`config.mk`:
```
export PLATFORM = sky130hd
export DESIGN_NAME = sdram_init_seq
export DESIGN_NICKNAME = d
export VERILOG_FILES = /design/src/rtl/sdram_init_pkg.sv /design/src/rtl/sdram_init_timer.sv /design/src/rtl/sdram_init_refcnt.sv /design/src/rtl/sdram_init_cmdenc.sv /design/src/rtl/sdram_init_seq.sv
export SDC_FILE = /design/constraint.sdc
export NUM_CORES = 1
export LEC_CHECK = 0
export BUFFER_PORTS_ARGS = -buffer_cell sky130_fd_sc_hd__buf_2
export CAP_MARGIN = 20
export CELL_PAD_IN_SITES_DETAIL_PLACEMENT = 1
export CELL_PAD_IN_SITES_GLOBAL_PLACEMENT = 1
export CORE_AREA = 2 2 78 58
export DETAILED_ROUTE_END_ITERATION = 10
export DIE_AREA = 0 0 80 60
export PLACE_DENSITY_LB_ADDON = 0.1
export SLEW_MARGIN = 0
export SYNTH_ARGS = -nofsm -noshare
export SYNTH_HDL_FRONTEND = slang
export SYNTH_SLANG_ARGS = --single-unit
```
`constraint.sdc`:
```
create_clock -name clk -period 6.9 [get_ports clk]
set_clock_uncertainty 0.05 [all_clocks]
set_input_delay 1.38 -clock clk [delete_from_list [all_inputs] [get_ports clk]]
set_output_delay 1.38 -clock clk [all_outputs]
set_load 0.02 [all_outputs]
```
`src/rtl/sdram_init_pkg.sv`:
```
package sdram_init_pkg;

   typedef enum logic [2:0] {
      PH_WAIT,
      PH_PRE,
      PH_TRP,
      PH_REF,
      PH_TRC,
      PH_MRS,
      PH_TMRD,
      PH_DONE
   } phase_t;

   // {cs_n, ras_n, cas_n, we_n}
   localparam logic [3:0] CMD_NOP = 4'b0111;
   localparam logic [3:0] CMD_PRE = 4'b0010;
   localparam logic [3:0] CMD_REF = 4'b0001;
   localparam logic [3:0] CMD_MRS = 4'b0000;

   // ceil(amount * khz / div)
   function automatic int unsigned to_cycles(input longint unsigned amount,
                                             input longint unsigned khz,
                                             input longint unsigned div);
      longint unsigned prod;
      prod = amount * khz;
      return int'((prod + div - 1) / div);
   endfunction

   function automatic int unsigned at_least_two(input int unsigned v);
      return (v < 2) ? 2 : v;
   endfunction

   function automatic int unsigned max3(input int unsigned a,
                                        input int unsigned b,
                                        input int unsigned c);
      int unsigned m;
      m = a;
      if (b > m) m = b;
      if (c > m) m = c;
      return m;
   endfunction

endpackage

```
`src/rtl/sdram_init_timer.sv`:
```
module sdram_init_timer #(
   parameter int unsigned CNT_W = 8
) (
   input  logic             clk,
   input  logic             load,
   input  logic [CNT_W-1:0] load_val,
   output logic             expired
);

   logic [CNT_W-1:0] remain;

   always_ff @(posedge clk) begin
      if (load) begin
         remain <= load_val;
      end else if (remain != '0) begin
         remain <= remain - 1'b1;
      end
   end

   assign expired = (remain == '0);

endmodule

```
`src/rtl/sdram_init_refcnt.sv`:
```
module sdram_init_refcnt #(
   parameter int unsigned TARGET = 8
) (
   input  logic clk,
   input  logic clear,
   input  logic bump,
   output logic reached
);

   localparam int unsigned CW = $clog2(TARGET + 1);

   logic [CW-1:0] issued;

   always_ff @(posedge clk) begin
      if (clear) begin
         issued <= '0;
      end else if (bump) begin
         issued <= issued + 1'b1;
      end
   end

   assign reached = (issued == CW'(TARGET));

endmodule

```
`src/rtl/sdram_init_cmdenc.sv`:
```
module sdram_init_cmdenc
   import sdram_init_pkg::*;
#(
   parameter int unsigned         ADDR_W     = 13,
   parameter int unsigned         BA_W       = 2,
   parameter logic [ADDR_W-1:0]   MODE_VALUE = '0
) (
   input  phase_t            phase,
   output logic [3:0]        cmd,
   output logic [ADDR_W-1:0] addr,
   output logic [BA_W-1:0]   ba
);

   localparam int unsigned ALLBANK_BIT = 10;

   logic [ADDR_W-1:0] pre_addr;

   generate
      if (ADDR_W == ALLBANK_BIT + 1) begin : g_top_bit
         assign pre_addr = {1'b1, {ALLBANK_BIT{1'b0}}};
      end else begin : g_mid_bit
         assign pre_addr = {{(ADDR_W-ALLBANK_BIT-1){1'b0}}, 1'b1, {ALLBANK_BIT{1'b0}}};
      end
   endgenerate

   always_comb begin
      cmd  = CMD_NOP;
      addr = '0;
      ba   = '0;
      unique case (phase)
         PH_PRE: begin
            cmd  = CMD_PRE;
            addr = pre_addr;
         end
         PH_REF: cmd = CMD_REF;
         PH_MRS: begin
            cmd  = CMD_MRS;
            addr = MODE_VALUE;
         end
         default: cmd = CMD_NOP;
      endcase
   end

endmodule

```
`src/rtl/sdram_init_seq.sv`:
```
module sdram_init_seq
   import sdram_init_pkg::*;
#(
   parameter int unsigned       CLK_FREQ_KHZ = 100000,
   parameter int unsigned       T_PWR_US     = 1,
   parameter int unsigned       T_SETTLE_US  = 200,
   parameter int unsigned       T_RP_NS      = 20,
   parameter int unsigned       T_RC_NS      = 70,
   parameter int unsigned       T_MRD_CYC    = 2,
   parameter int unsigned       N_REFRESH    = 8,
   parameter int unsigned       ADDR_W       = 13,
   parameter int unsigned       BA_W         = 2,
   parameter int unsigned       DQM_W        = 2,
   parameter logic [ADDR_W-1:0] MODE_VALUE   = 13'h0030
) (
   input  logic              clk,
   input  logic              rst,
   output logic              cke,
   output logic              cs_n,
   output logic              ras_n,
   output logic              cas_n,
   output logic              we_n,
   output logic [ADDR_W-1:0] addr,
   output logic [BA_W-1:0]   ba,
   output logic [DQM_W-1:0]  dqm,
   output logic              done
);

   localparam int unsigned PWR_CYC    = to_cycles(T_PWR_US, CLK_FREQ_KHZ, 1000);
   localparam int unsigned SETTLE_CYC = to_cycles(T_SETTLE_US, CLK_FREQ_KHZ, 1000);
   localparam int unsigned WAIT_CYC   = PWR_CYC + SETTLE_CYC;
   localparam int unsigned RP_CYC     = at_least_two(to_cycles(T_RP_NS, CLK_FREQ_KHZ, 1000000));
   localparam int unsigned RC_CYC     = at_least_two(to_cycles(T_RC_NS, CLK_FREQ_KHZ, 1000000));
   localparam int unsigned MRD_CYC    = at_least_two(T_MRD_CYC);
   localparam int unsigned TMAX       = max3(WAIT_CYC, RP_CYC, max3(RC_CYC, MRD_CYC, 1));
   localparam int unsigned CNT_W      = (TMAX < 2) ? 1 : $clog2(TMAX);

   // elaboration-time parameter checks
   generate
      if (N_REFRESH < 8) begin : g_bad_refresh
         $error("sdram_init_seq: N_REFRESH must be at least 8");
      end
      if (ADDR_W < 11) begin : g_bad_addr
         $error("sdram_init_seq: ADDR_W must reach bit 10");
      end
      if (WAIT_CYC < 1) begin : g_bad_wait
         $error("sdram_init_seq: start-up wait converts to zero cycles");
      end
      if (BA_W < 1 || DQM_W < 1) begin : g_bad_width
         $error("sdram_init_seq: BA_W and DQM_W must be positive");
      end
   endgenerate

   phase_t           phase, phase_nxt;
   logic             t_load;
   logic [CNT_W-1:0] t_val;
   logic             t_expired;
   logic             refs_reached;
   logic [3:0]       cmd;

   sdram_init_timer #(
      .CNT_W (CNT_W)
   ) i_timer (
      .clk      (clk),
      .load     (t_load),
      .load_val (t_val),
      .expired  (t_expired)
   );

   sdram_init_refcnt #(
      .TARGET (N_REFRESH)
   ) i_refcnt (
      .clk     (clk),
      .clear   (rst),
      .bump    (phase == PH_REF),
      .reached (refs_reached)
   );

   always_comb begin
      phase_nxt = phase;
      t_load    = 1'b0;
      t_val     = '0;
      if (rst) begin
         phase_nxt = PH_WAIT;
         t_load    = 1'b1;
         t_val     = CNT_W'(WAIT_CYC - 1);
      end else begin
         unique case (phase)
            PH_WAIT: if (t_expired) phase_nxt = PH_PRE;
            PH_PRE: begin
               phase_nxt = PH_TRP;
               t_load    = 1'b1;
               t_val     = CNT_W'(RP_CYC - 2);
            end
            PH_TRP:  if (t_expired) phase_nxt = PH_REF;
            PH_REF: begin
               phase_nxt = PH_TRC;
               t_load    = 1'b1;
               t_val     = CNT_W'(RC_CYC - 2);
            end
            PH_TRC: begin
               if (t_expired) phase_nxt = refs_reached ? PH_MRS : PH_REF;
            end
            PH_MRS: begin
               phase_nxt = PH_TMRD;
               t_load    = 1'b1;
               t_val     = CNT_W'(MRD_CYC - 2);
            end
            PH_TMRD: if (t_expired) phase_nxt = PH_DONE;
            default: phase_nxt = PH_DONE;
         endcase
      end
   end

   always_ff @(posedge clk) begin
      phase <= phase_nxt;
   end

   sdram_init_cmdenc #(
      .ADDR_W     (ADDR_W),
      .BA_W       (BA_W),
      .MODE_VALUE (MODE_VALUE)
   ) i_cmdenc (
      .phase (phase),
      .cmd   (cmd),
      .addr  (addr),
      .ba    (ba)
   );

   assign {cs_n, ras_n, cas_n, we_n} = cmd;
   assign cke  = 1'b1;
   assign dqm  = '1;
   assign done = (phase == PH_DONE);

endmodule

```
==> results.txt <==
The width of the die came out at 80 microns. The share of async-settable or async-resettable flops after synthesis is 0%. The total global routing track utilization came out at roughly an eighth. The most heavily used metal layer in global routing is met2. The multiplexer fraction of the synthesized cell area is 0%. The post-synthesis instance area came out at roughly 1400 sq um.

The met3 track demand over resource came out at approximately 3.6%. The fraction of power consumed by sequential logic came out at 58.5%. In the synthesized netlist, the number of instances is 135. Setup repair after global routing left no endpoint under its margin.

The total power per unit cell area is 180 nW/um^2. The summed area of non-filler cells in the final layout came out at about 1400 sq um. The count of port buffers added during placement came out at 8. For this design, the CTS-stage hold fixing added 0 buffers. Combinational cells account for under 10% of the total power. The routed via count is about 900.

The post-CTS setup repair buffer count came out at 0. The maximum fanout count along the critical path came out at 15. The internal power consumption is 0.190 mW. The run finished with clean final reports. The switching share of power is about a quarter. The Yosys warning count came out at 0. The number of synthesized flops with an enable pin is 15. In this run the register-to-register setup slack is approximately 4.4 ns. Among all flip-flop cells after synthesis, the most frequent one is sky130_fd_sc_hd__edfxtp_1.

The number of antenna violations at the first check in global routing is 0. The met2 routing resource usage after global routing came out at a little under 20%. The I/O pin count came out at 25. The number of buffers created by CTS is 3. The final sum of negative setup slack came out at 0 ns. The detailed placement HPWL came out at 1910 microns. The number of core rows came out at 20. The placed cell area is 1360 sq um. The residual overflow from global routing came out at 0. The clock sink count came out at 22. Summing the areas of all fa, ha and maj instances in the mapped netlist gives about 2.8% of the synthesized area. Summing the sequential cell areas from Yosys gives 43.7% of the chip area. The simple-gate share of the synthesized area is 22.9%. After synthesis, the largest family of logic cells by area is simple AND/OR/NAND/NOR gates. The layout cell share with drive strength beyond 1 is 15.2%. The H-tree depth is 1. In the routed design, unresolved DRC markers number 0. For the pin with the worst max-slew slack, the measured transition is 0.741 ns. In the layout the commonest cells are sky130_fd_sc_hd__nor2_1 (20), sky130_fd_sc_hd__conb_1 (16), sky130_fd_sc_hd__edfxtp_1 (15). The largest voltage drop on the vdd net is 87.4 uV. The share of the synthesized area in compound gates (AO/OA/AOI/OAI) came out at 6.29%. The last weighted congestion value of the routability-driven placer is 0.662. The post-route antenna net violation count came out at 0. The static leakage came out at 0.529 nW. The area share of xor/xnor cells in the synthesized design came out at 10.4%. In this run, post-CTS repair resized a total of 0 instances. The via count of the first global-routing pass was a little over 900. The worst slack after detailed placement came out at around 3.8 ns. The library cell used most frequently in the layout, excluding fill and tap cells, is sky130_fd_sc_hd__nor2_1. The area of the core region came out at 4100 sq um. The post-detailed-routing wire length came out at 2620 microns. After layout, the design draws a total of 0.252 mW. The final critical path takes up 40.4% of the cycle. The later pin in the worst-skew pair is clocked with a latency of 0.26 ns. The number of antenna repair diodes came out at 0. The final-report setup violation count is 0. In this run the clock root is driven by a sky130_fd_sc_hd__clkbuf_8. The total number of nets in the final design is 144. The number of different library cells in the post-synthesis netlist came out at 37. The post-CTS clock slew at the launch and capture registers of the worst setup and hold paths came out at around 0.080 ns.

The maximum clock frequency is around 0.36 GHz. The flip-flop and latch count after synthesis is 22. The number of DRC violations after detailed-routing iteration 0 is 73. The starting density of the core is 33.0%.

The met1 global-route usage is 16.8%. The element type at the critical path start is a primary input. The count of max-cap constraint violations is 0. In the routed layout, each cell is associated on average with a via count of 4.55. The height of the die came out at 60 microns. The final number of hold-violating endpoints came out at 0. The number of optimization iterations in the first detailed-route pass came out at 4. By startpoint and endpoint, the worst setup path is classified as primary input to register. Data arrives at the worst endpoint at around 2.6 ns. The mean routed wirelength per cell came out at around 14 microns.

The net load switching power came out at 0.0613 mW. Entering global routing, the biggest net connects 16 pins. The synthesis-to-finish area growth is 3.52%. The clock passes through at most 2 buffers.

The routed design could run at a clock period as short as about 2.8 ns. The synthesized area divided by synthesized cell count is 10.0 sq um. The wire length of the first global-routing pass came out at 4440 microns. The clock network accounts for 32.6% of the total power.

The required time of the worst setup path is slightly below 7 ns. TritonCTS built the clock tree. The element type at the critical path end is a register. The type of the tightest min-delay check is register to register. The full die area came out at 4800 sq um. Across all setup checks in the final design, the least slack found is 4.11 ns. In this run the tightest slew margin relative to its limit is 50.6%. The number of pins exceeding their max-slew limit in the final report is 0.
## synthesized netlist by cell type, types with 2 or more instances
cell                       count  area, sq um
sky130_fd_sc_hd__or4_4         2         22.5
sky130_fd_sc_hd__ha_1          3         37.5
sky130_fd_sc_hd__nor3_1        4         20.0
sky130_fd_sc_hd__nand2b_1      3         18.8
sky130_fd_sc_hd__edfxtp_1     15          450
sky130_fd_sc_hd__dfxtp_1       7          140
sky130_fd_sc_hd__a21oi_1       4         20.0
sky130_fd_sc_hd__xor2_1       10         87.6
sky130_fd_sc_hd__buf_4        17          128
sky130_fd_sc_hd__nor2_1       20         75.1
sky130_fd_sc_hd__inv_1         5         18.8
sky130_fd_sc_hd__a21o_1        5         37.5
sky130_fd_sc_hd__conb_1        2         7.51
sky130_fd_sc_hd__xnor2_1       6         52.6
sky130_fd_sc_hd__clkbuf_1      4         15.0
sky130_fd_sc_hd__and3_1        2         12.5
sky130_fd_sc_hd__nand2_1       3         11.3
sky130_fd_sc_hd__nor4_2        4         50.1
## critical path, cell delays in order
cell and delay (ns):
sky130_fd_sc_hd__buf_2 0.25, sky130_fd_sc_hd__nand2b_1 0.35, sky130_fd_sc_hd__nand2b_1 0.65
## cell type report
cell class	count	area (sq um)
fill	480	2700
multi-input combinational	98	633
sequential	22	591
tap	55	68.8
clock buffer	4	45.0
timing repair buffer	8	40.0
inverter	6	22.5
## power by group through the flow
stage / clock network (mW) / registers (mW) / logic, mW
after floorplan: 0 / 0.149 / 0.0268
after global routing: 0.0917 / 0.148 / 0.0254
after CTS: 0.0849 / 0.147 / 0.0225
after global placement: 0 / 0.150 / 0.0225
final: 0.0821 / 0.147 / 0.0225
after detailed placement: 0 / 0.150 / 0.0224
## flip-flops by register name (all words and copies together) (netlist names)
register	count
phase	3
i_refcnt.issued	4
i_timer.remain	15
## cell families after synthesis
family,after synthesis
buffers and inverters,29
other,2
adders and majority gates,3
xor gates and xnor gates,16
DFF,22
and+or+nand+nor,50
AOI/OAI and AO/OA,13
## layer usage
layer,routed length (microns),vias to the layer above
li1,-,428
met5,0,-
met2,1140,18
met3,103,2
met4,16,0
met1,1370,430
## path summary, 6_finish.rpt
kind                                   startpoint                              end  cells past startpoint
setup / recovery                              rst  i_timer.remain[6]$_SDFFCE_PP0P_                      3
hold / removal    i_refcnt.issued[3]$_SDFFE_PP0P_  i_refcnt.issued[3]$_SDFFE_PP0P_                      2
setup reg to reg      i_timer.remain[0]$_DFFE_PP_  i_timer.remain[6]$_SDFFCE_PP0P_                      5
hold reg to reg   i_refcnt.issued[3]$_SDFFE_PP0P_  i_refcnt.issued[3]$_SDFFE_PP0P_                      2
## per-stage QoR
stage	utilization [%]	hold slack, ns	instances
3_5_place_dp	33.0	0.460	189
3_3_place_gp	33.0	0.452	189
2_1_floorplan	-	0.430	149
4_1_cts	34.1	0.483	193
6_report	34.1	0.478	193
5_1_grt	34.1	0.520	193
No activity file was read; power rests on OpenSTA's default activity.
